$ cat src/rtl/trip_guard_pkg.sv
package trip_guard_pkg;

    localparam int ACT_W    = 2;
    localparam int N_LVL    = 3;
    localparam int N_PIN    = 2;
    localparam int N_EVT    = 4;
    localparam int PIN_ACT_W = ACT_W * N_LVL;
    localparam int DIR_ACT_W = PIN_ACT_W * N_PIN;

    typedef enum logic [ACT_W-1:0] {
        ACT_PASS = 2'd0,
        ACT_HIGH = 2'd1,
        ACT_LOW  = 2'd2,
        ACT_HOLD = 2'd3
    } act_e;

    // register addresses
    localparam int REG_ACT_UP = 0;
    localparam int REG_ACT_DN = 1;
    localparam int REG_SEL    = 2;
    localparam int REG_MODE   = 3;
    localparam int REG_CLR    = 4;

    // field positions in the source select register
    localparam int SEL_OSHT_LSB = 0;
    localparam int SEL_CBC_LSB  = 4;
    localparam int SEL_EVO_LSB  = 8;
    localparam int SEL_EVC_LSB  = 12;
    localparam int SEL_FIELD_W  = 4;

    localparam int CLR_OSHT_BIT = 0;
    localparam int CLR_CBC_BIT  = 1;
    localparam int MODE_ZCLR_BIT = 0;

endpackage

$ cat src/rtl/trip_latches.sv
module trip_latches
    import trip_guard_pkg::*;
#(
    parameter int N_OSHT = 2,
    parameter int N_CBC  = 2
) (
    input  logic              clk,
    input  logic              rst_n,
    input  logic [N_OSHT-1:0] osht_in,
    input  logic [N_CBC-1:0]  cbc_in,
    input  logic [N_EVT-1:0]  evt_in,
    input  logic [N_OSHT-1:0] osht_en,
    input  logic [N_CBC-1:0]  cbc_en,
    input  logic [N_EVT-1:0]  evt_osht_sel,
    input  logic [N_EVT-1:0]  evt_cbc_sel,
    input  logic              zero_stb,
    input  logic              zclr_en,
    input  logic              osht_swclr,
    input  logic              cbc_swclr,
    output logic              osht_set_o,
    output logic              cbc_set_o,
    output logic              osht_q_o,
    output logic              cbc_q_o
);

    typedef struct packed {
        logic osht;
        logic cbc;
    } latch_t;

    latch_t lt_d, lt_q;

    always_comb begin
        osht_set_o = (|(osht_in & osht_en)) | (|(evt_in & evt_osht_sel));
        cbc_set_o  = (|(cbc_in & cbc_en)) | (|(evt_in & evt_cbc_sel));
        lt_d       = lt_q;
        // a new set always dominates a clear arriving in the same cycle
        lt_d.osht  = osht_set_o | (lt_q.osht & ~osht_swclr);
        lt_d.cbc   = cbc_set_o  | (lt_q.cbc & ~cbc_swclr & ~(zclr_en & zero_stb));
    end

    always_ff @(posedge clk or negedge rst_n) begin
        if (!rst_n) lt_q <= '0;
        else        lt_q <= lt_d;
    end

    assign osht_q_o = lt_q.osht;
    assign cbc_q_o  = lt_q.cbc;

endmodule

$ cat src/rtl/trip_pin_arbiter.sv
module trip_pin_arbiter
    import trip_guard_pkg::*;
#(
    parameter int LEVELS = N_LVL
) (
    input  logic [LEVELS*ACT_W-1:0] act_i,
    input  logic [LEVELS-1:0]       active_i,
    input  logic                    raw_i,
    output logic                    data_o,
    output logic                    hiz_o
);

    logic decided;
    act_e win;

    // level 0 is the highest priority; the first active non-neutral code wins
    always_comb begin
        decided = 1'b0;
        win     = ACT_PASS;
        for (int i = 0; i < LEVELS; i++) begin
            if (!decided && active_i[i] &&
                act_e'(act_i[i*ACT_W +: ACT_W]) != ACT_PASS) begin
                decided = 1'b1;
                win     = act_e'(act_i[i*ACT_W +: ACT_W]);
            end
        end
        case (win)
            ACT_HIGH: data_o = 1'b1;
            ACT_LOW:  data_o = 1'b0;
            default:  data_o = raw_i;
        endcase
        hiz_o = !decided && (|active_i);
    end

endmodule

$ cat src/rtl/pwm_trip_guard.sv
module pwm_trip_guard
    import trip_guard_pkg::*;
#(
    parameter int N_OSHT = 2,
    parameter int N_CBC  = 2,
    parameter int ADDR_W = 3,
    parameter int DATA_W = 16
) (
    input  logic              clk,
    input  logic              rst_n,
    input  logic              pwm_a_in,
    input  logic              pwm_b_in,
    input  logic              cnt_up,
    input  logic              zero_stb,
    input  logic [N_OSHT-1:0] osht_trip_in,
    input  logic [N_CBC-1:0]  cbc_trip_in,
    input  logic              dc_a1,
    input  logic              dc_a2,
    input  logic              dc_b1,
    input  logic              dc_b2,
    input  logic              cfg_we,
    input  logic [ADDR_W-1:0] cfg_addr,
    input  logic [DATA_W-1:0] cfg_wdata,
    output logic              pwm_a_out,
    output logic              pwm_b_out,
    output logic              hiz_a_out,
    output logic              hiz_b_out
);

    typedef struct packed {
        logic [DIR_ACT_W-1:0] act_up;
        logic [DIR_ACT_W-1:0] act_dn;
        logic [N_OSHT-1:0]    osht_en;
        logic [N_CBC-1:0]     cbc_en;
        logic [N_EVT-1:0]     evt_osht;
        logic [N_EVT-1:0]     evt_cbc;
        logic                 zclr_en;
        logic [N_PIN-1:0]     pin_data;
        logic [N_PIN-1:0]     pin_hiz;
    } state_t;

    state_t st_d, st_q;

    logic [N_EVT-1:0]     evt_vec;
    logic [N_EVT-1:0]     evt_direct;
    logic [DIR_ACT_W-1:0] act_sel;
    logic [N_PIN-1:0]     raw_vec;
    logic [N_PIN-1:0]     arb_data;
    logic [N_PIN-1:0]     arb_hiz;
    logic                 osht_swclr, cbc_swclr;
    logic                 osht_set_w, cbc_set_w;
    logic                 osht_q_w, cbc_q_w;
    logic                 trip_any;
    logic                 zclr_en_w;
    logic [ACT_W-1:0]     act_a_trip;
    logic                 wr_clr;

    assign evt_vec    = {dc_b2, dc_b1, dc_a2, dc_a1};
    assign raw_vec    = {pwm_b_in, pwm_a_in};
    assign evt_direct = evt_vec & ~(st_q.evt_osht | st_q.evt_cbc);
    assign act_sel    = cnt_up ? st_q.act_up : st_q.act_dn;
    assign act_a_trip = act_sel[ACT_W-1:0];
    assign trip_any   = osht_q_w | cbc_q_w;
    assign zclr_en_w  = st_q.zclr_en;

    assign wr_clr     = cfg_we && (cfg_addr == ADDR_W'(REG_CLR));
    assign osht_swclr = wr_clr && cfg_wdata[CLR_OSHT_BIT];
    assign cbc_swclr  = wr_clr && cfg_wdata[CLR_CBC_BIT];

    trip_latches #(
        .N_OSHT(N_OSHT),
        .N_CBC (N_CBC)
    ) u_latch (
        .clk         (clk),
        .rst_n       (rst_n),
        .osht_in     (osht_trip_in),
        .cbc_in      (cbc_trip_in),
        .evt_in      (evt_vec),
        .osht_en     (st_q.osht_en),
        .cbc_en      (st_q.cbc_en),
        .evt_osht_sel(st_q.evt_osht),
        .evt_cbc_sel (st_q.evt_cbc),
        .zero_stb    (zero_stb),
        .zclr_en     (st_q.zclr_en),
        .osht_swclr  (osht_swclr),
        .cbc_swclr   (cbc_swclr),
        .osht_set_o  (osht_set_w),
        .cbc_set_o   (cbc_set_w),
        .osht_q_o    (osht_q_w),
        .cbc_q_o     (cbc_q_w)
    );

    // one arbiter per pin; pin p owns events 2p and 2p+1
    for (genvar p = 0; p < N_PIN; p++) begin : g_pin
        trip_pin_arbiter #(
            .LEVELS(N_LVL)
        ) u_arb (
            .act_i   (act_sel[p*PIN_ACT_W +: PIN_ACT_W]),
            .active_i({evt_direct[2*p+1], evt_direct[2*p], trip_any}),
            .raw_i   (raw_vec[p]),
            .data_o  (arb_data[p]),
            .hiz_o   (arb_hiz[p])
        );
    end

    always_comb begin
        st_d = st_q;
        if (cfg_we) begin
            if (cfg_addr == ADDR_W'(REG_ACT_UP)) begin
                st_d.act_up = cfg_wdata[DIR_ACT_W-1:0];
            end
            if (cfg_addr == ADDR_W'(REG_ACT_DN)) begin
                st_d.act_dn = cfg_wdata[DIR_ACT_W-1:0];
            end
            if (cfg_addr == ADDR_W'(REG_SEL)) begin
                st_d.osht_en  = cfg_wdata[SEL_OSHT_LSB +: N_OSHT];
                st_d.cbc_en   = cfg_wdata[SEL_CBC_LSB +: N_CBC];
                st_d.evt_osht = cfg_wdata[SEL_EVO_LSB +: N_EVT];
                st_d.evt_cbc  = cfg_wdata[SEL_EVC_LSB +: N_EVT];
            end
            if (cfg_addr == ADDR_W'(REG_MODE)) begin
                st_d.zclr_en = cfg_wdata[MODE_ZCLR_BIT];
            end
        end
        st_d.pin_data = arb_data;
        st_d.pin_hiz  = arb_hiz;
    end

    always_ff @(posedge clk or negedge rst_n) begin
        if (!rst_n) begin
            st_q         <= '0;
            st_q.zclr_en <= 1'b1;
        end else begin
            st_q <= st_d;
        end
    end

    assign pwm_a_out = st_q.pin_data[0];
    assign pwm_b_out = st_q.pin_data[1];
    assign hiz_a_out = st_q.pin_hiz[0];
    assign hiz_b_out = st_q.pin_hiz[1];

endmodule

$ cat config.mk
export PLATFORM = sky130hd
export DESIGN_NAME = pwm_trip_guard
export DESIGN_NICKNAME = d
export VERILOG_FILES = /design/src/rtl/trip_guard_pkg.sv /design/src/rtl/trip_latches.sv /design/src/rtl/trip_pin_arbiter.sv /design/src/rtl/pwm_trip_guard.sv
export SDC_FILE = /design/constraint.sdc
export NUM_CORES = 1
export LEC_CHECK = 0
export BUFFER_PORTS_ARGS = -buffer_cell sky130_fd_sc_hd__buf_2
export CAP_MARGIN = 30
export CORE_ASPECT_RATIO = 0.8
export CORE_MARGIN = 4
export CORE_UTILIZATION = 25
export CTS_BUF_LIST = sky130_fd_sc_hd__clkbuf_8
export DETAILED_ROUTE_END_ITERATION = 16
export HOLD_SLACK_MARGIN = 0.05
export SLEW_MARGIN = 5
export SYNTH_ARGS = -nofsm -noshare
export SYNTH_HDL_FRONTEND = slang
export SYNTH_SLANG_ARGS = --single-unit
$ cat constraint.sdc
create_clock -name clk -period 2.8 [get_ports clk]
set_input_delay 0.56 -clock clk [delete_from_list [all_inputs] [get_ports clk]]
set_output_delay 0.56 -clock clk [all_outputs]
set_load 0.005 [all_outputs]
==> impl_metrics.env, run 1 <==
export IMPL_finalSetupViolCount=0
export IMPL_ys_warn_count=0
export IMPL_ys_seq_area_share_pct=51.65
export IMPL_die_x_um=110.1
export IMPL_mostFrequentLayoutCell="dfrtp_1"
export IMPL_final_util_pct=31.44
export IMPL_cts_htree_levels=2
export IMPL_overflow=0
export IMPL_drc=0
export IMPL_synthAdderAreaFrac_pct=1.200
export IMPL_synth_compound_area_share_pct=6.119
export IMPL_routedWlPerCell_um=14.78
export IMPL_grt_pass1_vias=1415
export IMPL_dpl_hpwl_um=3444
export IMPL_yosys_area_share_simple_pct=8.938
export IMPL_clk_latency_ns=0.29
export IMPL_drive_gt1_share_pct=50.75
export IMPL_syn_to_final_growth_pct=20.88
export IMPL_crit_required_ns=2.98
export IMPL_cts_root_buf="clkbuf_8"
export IMPL_final_cell_mix="dfrtp_1, mux2_2, buf_2"
export IMPL_io_buffer_count=37
export IMPL_grt_max_degree=44
export IMPL_peakVddDrop_mv=0.2971
export IMPL_finalNetCount=234
export IMPL_syn_instance_count=156
export IMPL_powerDensity_nw_per_um2=688.0
export IMPL_final_max_slew_viol_count=0
export IMPL_cts_resized=0
export IMPL_start_util_pct=26.01
export IMPL_viasPerCell=4.485
export IMPL_fin_skew_ns=0.005031
export IMPL_worstSetupStartpoint="st_q[5]"
export IMPL_hold_buffers=0
export IMPL_regToRegStartpoint="st_q[5]"
export IMPL_hold_viol_final=0
export IMPL_cp_arrival_ns=2.41
export IMPL_cts_clk_slew_worst_paths_ns=0.08
export IMPL_grtUsageTotal_pct=9.816
export IMPL_muxShareOfSynthArea_pct=29.93
export IMPL_slew_headroom_pct=69.88
export IMPL_antenna_diode_count=0
export IMPL_synth_seq_cells=43
export IMPL_rsz0062_at_grt="false"
export IMPL_io_pins=38
export IMPL_ant_nets=0
export IMPL_place_congestion=0.7314
export IMPL_leakage_uw=0.001093
export IMPL_max_freq_mhz=448.4
export IMPL_crit_fanout=3
export IMPL_status="finished, final reports clean"
export IMPL_die_h_um=89.70
export IMPL_synth_top_family_by_area="multiplexers"
export IMPL_die_area_um2=9877
export IMPL_worst_slew_pin_slew_ns=0.4509
export IMPL_core_um2=8019
export IMPL_critPathLaunchType="flop"
export IMPL_drtPass1Iterations=4
export IMPL_r2r_cells=6
export IMPL_rows=29
export IMPL_drtIter0Drc=58
export IMPL_fin_setup_tns_ns=0
export IMPL_clockBufferDepth=2
export IMPL_avgSynthCellArea_um2=13.37
export IMPL_ys_types=27
export IMPL_fin_crit_ns=2.230
export IMPL_syn_nets=192
export IMPL_worstSetupEndpointType="flop"
export IMPL_synth_xor_area_share_pct=0
export IMPL_grt_pass1_wl_um=7389
export IMPL_cts_setup_buffers=0
export IMPL_max_cap_violations=0
export IMPL_antenna_found_initial=0
export IMPL_critical_path_class="flop to flop"
export IMPL_synthesis_area_um2=2086
export IMPL_cts_buffers=5
export IMPL_hold_class="input pin to async pin"
export IMPL_num_vias=1377
export IMPL_fillers=819
export IMPL_finalCritPeriodShare_pct=79.65
export IMPL_cts_sinks=43
export IMPL_wirelength_um=4536
export IMPL_cts_tree="yes"
==> power breakdown <==
group	internal [µW]	switching, µW	total (µW)
clock network	289	211	499
registers	764	82.2	846
logic	225	164	389
total	1280	457	1730
==> worst max-delay path: stages, from the launching register on <==
cell and delay (ns):
dfrtp_1 0.40, or3b_1 0.44, a211oi_2 0.27, mux2_1 0.37
o21ai_1 0.13, ha_1 0.24, mux2_2 0.26
==> kinds of logic after synthesis <==
family	after synthesis
AND/OR/NAND/NOR	31
flip-flops	43
multiplexers	55
adder cells (fa/ha/maj)	2
AO/OA/AOI/OAI	18
buffers and inverters	7
==> layer usage <==
| metal | vias up | GRT usage, % | part of all wire (%) |
|---|---|---|---|
| li1 | 667 | - | - |
| met1 | 680 | 14.14 | 50 |
| met2 | 25 | 14.48 | 45 |
| met3 | 5 | 2.931 | 4.7 |
| met4 | 0 | 2.349 | 0.64 |
| met5 | - | 0 | 0 |
==> sequential cells by signal (all words and copies together), names as in the netlist <==
register	flops
zclr_en_w	1
pwm_a_out	1
hiz_b_out	1
u_latch.cbc_q_o	1
u_latch.osht_q_o	1
pwm_b_out	1
hiz_a_out	1
st_q	36
==> worst paths after layout <==
kind / to / slack (ns)
worst max-delay path: pwm_a_out / 0.57
worst min-delay path: st_q[16] / 0.11
worst max register to register: pwm_a_out / 0.57
worst min register to register: st_q[21] / 0.51
max in group asynchronous: st_q[20] / 2.26
min in group clk: st_q[7] / 0.49
==> layout make-up <==
type                            instances  area, µm²  share of cell area [%]
Clock buffer                            6      82.58                   3.275
Sequential cell                        43       1077                   42.73
Tap cell                              108      135.1                   5.360
Timing Repair Buffer                   40      220.2                   8.734
Clock inverter                          2      35.03                   1.390
Multi-Input combinational cell        106      963.4                   38.21
Inverter                                2      7.507                  0.2978
==> cell usage after synthesis <==
| cell | count | area, µm² |
|---|---|---|
| a22oi_1 | 6 | 45.04 |
| nand4_1 | 4 | 25.02 |
| buf_6 | 2 | 22.52 |
| mux2_4 | 4 | 60.06 |
| a211oi_2 | 2 | 25.02 |
| inv_1 | 2 | 7.510 |
| nor4_1 | 2 | 12.51 |
| nor3_1 | 2 | 10.01 |
| buf_2 | 3 | 15.01 |
| ha_1 | 2 | 25.02 |
| nand3_1 | 1 | 5.000 |
| dfrtp_1 | 42 | 1051 |
| o21ai_1 | 2 | 10.01 |
| nand2_1 | 8 | 30.03 |
| nor3b_1 | 2 | 15.01 |
| a21oi_1 | 2 | 10.01 |
| o21ai_0 | 4 | 20.02 |
| mux2i_1 | 8 | 80.08 |
| nor4b_2 | 1 | 15.01 |
| and4bb_2 | 2 | 25.02 |
| nand4b_1 | 1 | 8.760 |
| dfstp_2 | 1 | 26.28 |
| o21ai_2 | 2 | 17.52 |
| nor2_1 | 6 | 22.52 |
| mux2_1 | 2 | 22.52 |
| or3b_1 | 2 | 17.52 |
| mux2_2 | 41 | 461.7 |
==> through the flow <==
step	area (µm²)	power (µW)	std cells	hold slack (ns)	setup slack, ns
4_1_cts	2501	1755	306	0.4501	0.5753
3_5_place_dp	2384	1251	298	0.4924	0.3376
6_report	2521	1735	307	0.1060	0.5697
5_1_grt	2521	1845	307	0.1038	0.4884
3_3_place_gp	2384	1240	298	0.4857	0.3651
2_1_floorplan	2086	1111	156	0.2644	0.5579
No activity file was read; power rests on OpenSTA's default activity.
==> inputs of run 2 (changes only) <==
==> constraint.sdc (replaced) <==
create_clock -name clk -period 2.2 [get_ports clk]
set_input_delay 0.44 -clock clk [delete_from_list [all_inputs] [get_ports clk]]
set_output_delay 0.44 -clock clk [all_outputs]
set_load 0.005 [all_outputs]
==> run 2 against run 1 <==
Flip-flop and latch count did not move. Combinational power is 49% higher. Non-clock buffer count is 11 higher. Largest power group unchanged. Sequential share of layout area down 1.8 points. Design area is 4.5% higher. Wire length is 1.1% higher. Critical endpoint is now pwm_b_out. First-iteration DRC count is 12% lower. Clock-buffer cell count did not move. Register-to-register slack worse by 0.56 ns. Clock power is 26% higher. Via count up 4.9%.
==> impl_metrics.env, run 2 (synthesis results as in run 1) <==
export IMPL_status="finished, final reports clean"
export IMPL_dpl_hpwl_um=3581
export IMPL_finalNetCount=245
export IMPL_place_area_um2=2456
export IMPL_seqPwrFrac_pct=47.1
export IMPL_combPwrFrac_pct=25.3
export IMPL_critPathCapture="pwm_b_out"
export IMPL_hold_buffers=0
export IMPL_largest_register="st_q"
export IMPL_worstSetupEndpointType="flop"
export IMPL_preCtsSetupSlack_ns=-0.1350
export IMPL_cp_arrival_ns=2.37
export IMPL_powerDensity_nw_per_um2=867.5
export IMPL_hold_class="input pin to async pin"
export IMPL_overflow=0
export IMPL_num_vias=1445
export IMPL_setup_ws_ns=0.01035
export IMPL_slowest_stage="or3b_4"
export IMPL_worstSetupStartpoint="st_q[7]"
export IMPL_internal_power_uw=1681
export IMPL_antenna_found_initial=0
export IMPL_design_area_um2=2635
export IMPL_clk_latency_ns=0.29
export IMPL_regToRegStartpoint="st_q[7]"
export IMPL_core_um2=8019
export IMPL_finalCritPeriodShare_pct=99.53
export IMPL_hold_viol_final=0
export IMPL_rows=29
export IMPL_drc=0
export IMPL_final_cell_mix="dfrtp_1, mux2_2, buf_2"
export IMPL_die_area_um2=9877
export IMPL_cts_tree="yes"
export IMPL_routedWlPerCell_um=14.42
export IMPL_grt_pass1_vias=1520
export IMPL_drive_gt1_share_pct=54.76
export IMPL_fin_crit_ns=2.190
export IMPL_viasPerCell=4.544
export IMPL_cts_buffers=5
export IMPL_drtPass1Iterations=4
export IMPL_grtUsageTotal_pct=9.941
export IMPL_clockBufferDepth=2
export IMPL_worst_slew_pin_slew_ns=0.5074
export IMPL_finalSetupViolCount=0
export IMPL_critical_path_class="flop to flop"
export IMPL_place_congestion=0.8496
export IMPL_crit_required_ns=2.38
export IMPL_cp_top_family="multiplexers"
export IMPL_cts_htree_levels=2
export IMPL_slew_headroom_pct=66.17
export IMPL_syn_to_final_growth_pct=26.33
export IMPL_peakVddDrop_mv=0.3218
export IMPL_max_cap_violations=0
export IMPL_clockPowerShare_pct=27.6
export IMPL_start_util_pct=26.01
export IMPL_rr_endpoint="pwm_b_out"
export IMPL_slowest_delay_ns=0.43
export IMPL_r2r_cells=7
export IMPL_crit_fanout=3
export IMPL_wirelength_um=4586
export IMPL_die_x_um=110.1
export IMPL_leakage_uw=0.001158
export IMPL_mostFrequentLayoutCell="dfrtp_1"
export IMPL_cts_clk_slew_worst_paths_ns=0.08
export IMPL_grt_max_degree=24
export IMPL_power_switching_uw=604.5
export IMPL_cp_num_cells=7
export IMPL_fin_skew_ns=0.005153
export IMPL_io_buffer_count=37
export IMPL_drtIter0Drc=51
export IMPL_largest_register_ffs=36
export IMPL_cts_sinks=43
export IMPL_crit_chain="or3b_4 > a211oi_4 > buf_4 > mux2i_1 > a21oi_1 > ha_1 > mux2_4"
export IMPL_cts_root_buf="clkbuf_8"
export IMPL_antenna_diode_count=0
export IMPL_io_pins=38
export IMPL_ant_nets=0
export IMPL_max_freq_mhz=456.7
export IMPL_swShare_pct=26.45
export IMPL_path_buf_inv=1
export IMPL_final_max_slew_viol_count=0
export IMPL_rsz0062_at_grt="true"
export IMPL_grt_pass1_wl_um=7493
export IMPL_r2r_slack_ns=0.01
export IMPL_critPathLaunchType="flop"
export IMPL_die_h_um=89.70
[run 2: changes by cell type in the layout (fill, tap and decap cells not counted), sizes merged]
cell,previous run,this run
buf,40,51
[run 2: cell type report]
type                    count  area [µm²]
multi-input cells         106       994.7
clock buffers               6       82.58
clock inverters             2       35.03
fillers                   805        5384
repair buffers             51       302.8
inverters                   2       7.507
flip-flops and latches     43        1077
well taps                 108       135.1
[run 2: repair_timing]
item                       4_1_cts  5_1_grt
setup endpoints to repair        1        2
pin swaps                        1        2
setup buffers                    2        2
gates resized for setup          3        4
[run 2: stage by stage]
stage / hold slack [ns] / TNS (ns) / instances / power (µW) / utilization [%]
detailed placement: 0.4422 / -0.2150 / 306 / 1618 / 30.63
global placement: 0.4417 / -0.08866 / 306 / 1601 / 30.63
CTS: 0.1198 / -0.01103 / 316 / 2282 / 32.45
finish: 0.1063 / 0 / 318 / 2286 / 32.86
floorplan: 0.1444 / 0 / 156 / 1414 / -
global route: 0.1279 / -0.08790 / 318 / 2433 / 32.86
[run 2: worst min path at each step]
stage	startpoint	end	slack, ns	depth (start not counted)
floorplan	rst_n	hiz_a_out	0.14	0
global placement	rst_n	st_q[9]	0.44	1
detailed placement	rst_n	st_q[9]	0.44	1
CTS	rst_n	st_q[9]	0.12	1
global route	rst_n	st_q[5]	0.13	1
finish	rst_n	st_q[9]	0.11	1
[run 2: per-layer routing]
metal	part of all wire [%]	vias to the layer above	GRT usage [%]
li1	-	687	-
met1	50	734	14.11
met2	45	22	15.20
met3	4.7	2	2.788
met4	0.52	0	2.125
met5	0	-	0
[run 2: worst register-to-register path, cell delays in order, from the launching register on]
cell and delay, ns:
dfrtp_1 0.40, or3b_4 0.43, a211oi_4 0.23, buf_4 0.15
mux2i_1 0.18, a21oi_1 0.09, ha_1 0.30, mux2_4 0.29
[run 2: power groups by stage]
| stage | sequential (µW) | combinational, µW | clock (µW) |
|---|---|---|---|
| floorplan | 1060 | 350 | 0 |
| global placement | 1090 | 511 | 0 |
| detailed placement | 1090 | 525 | 0 |
| CTS | 1080 | 555 | 648 |
| global route | 1100 | 643 | 688 |
| finish | 1080 | 579 | 630 |
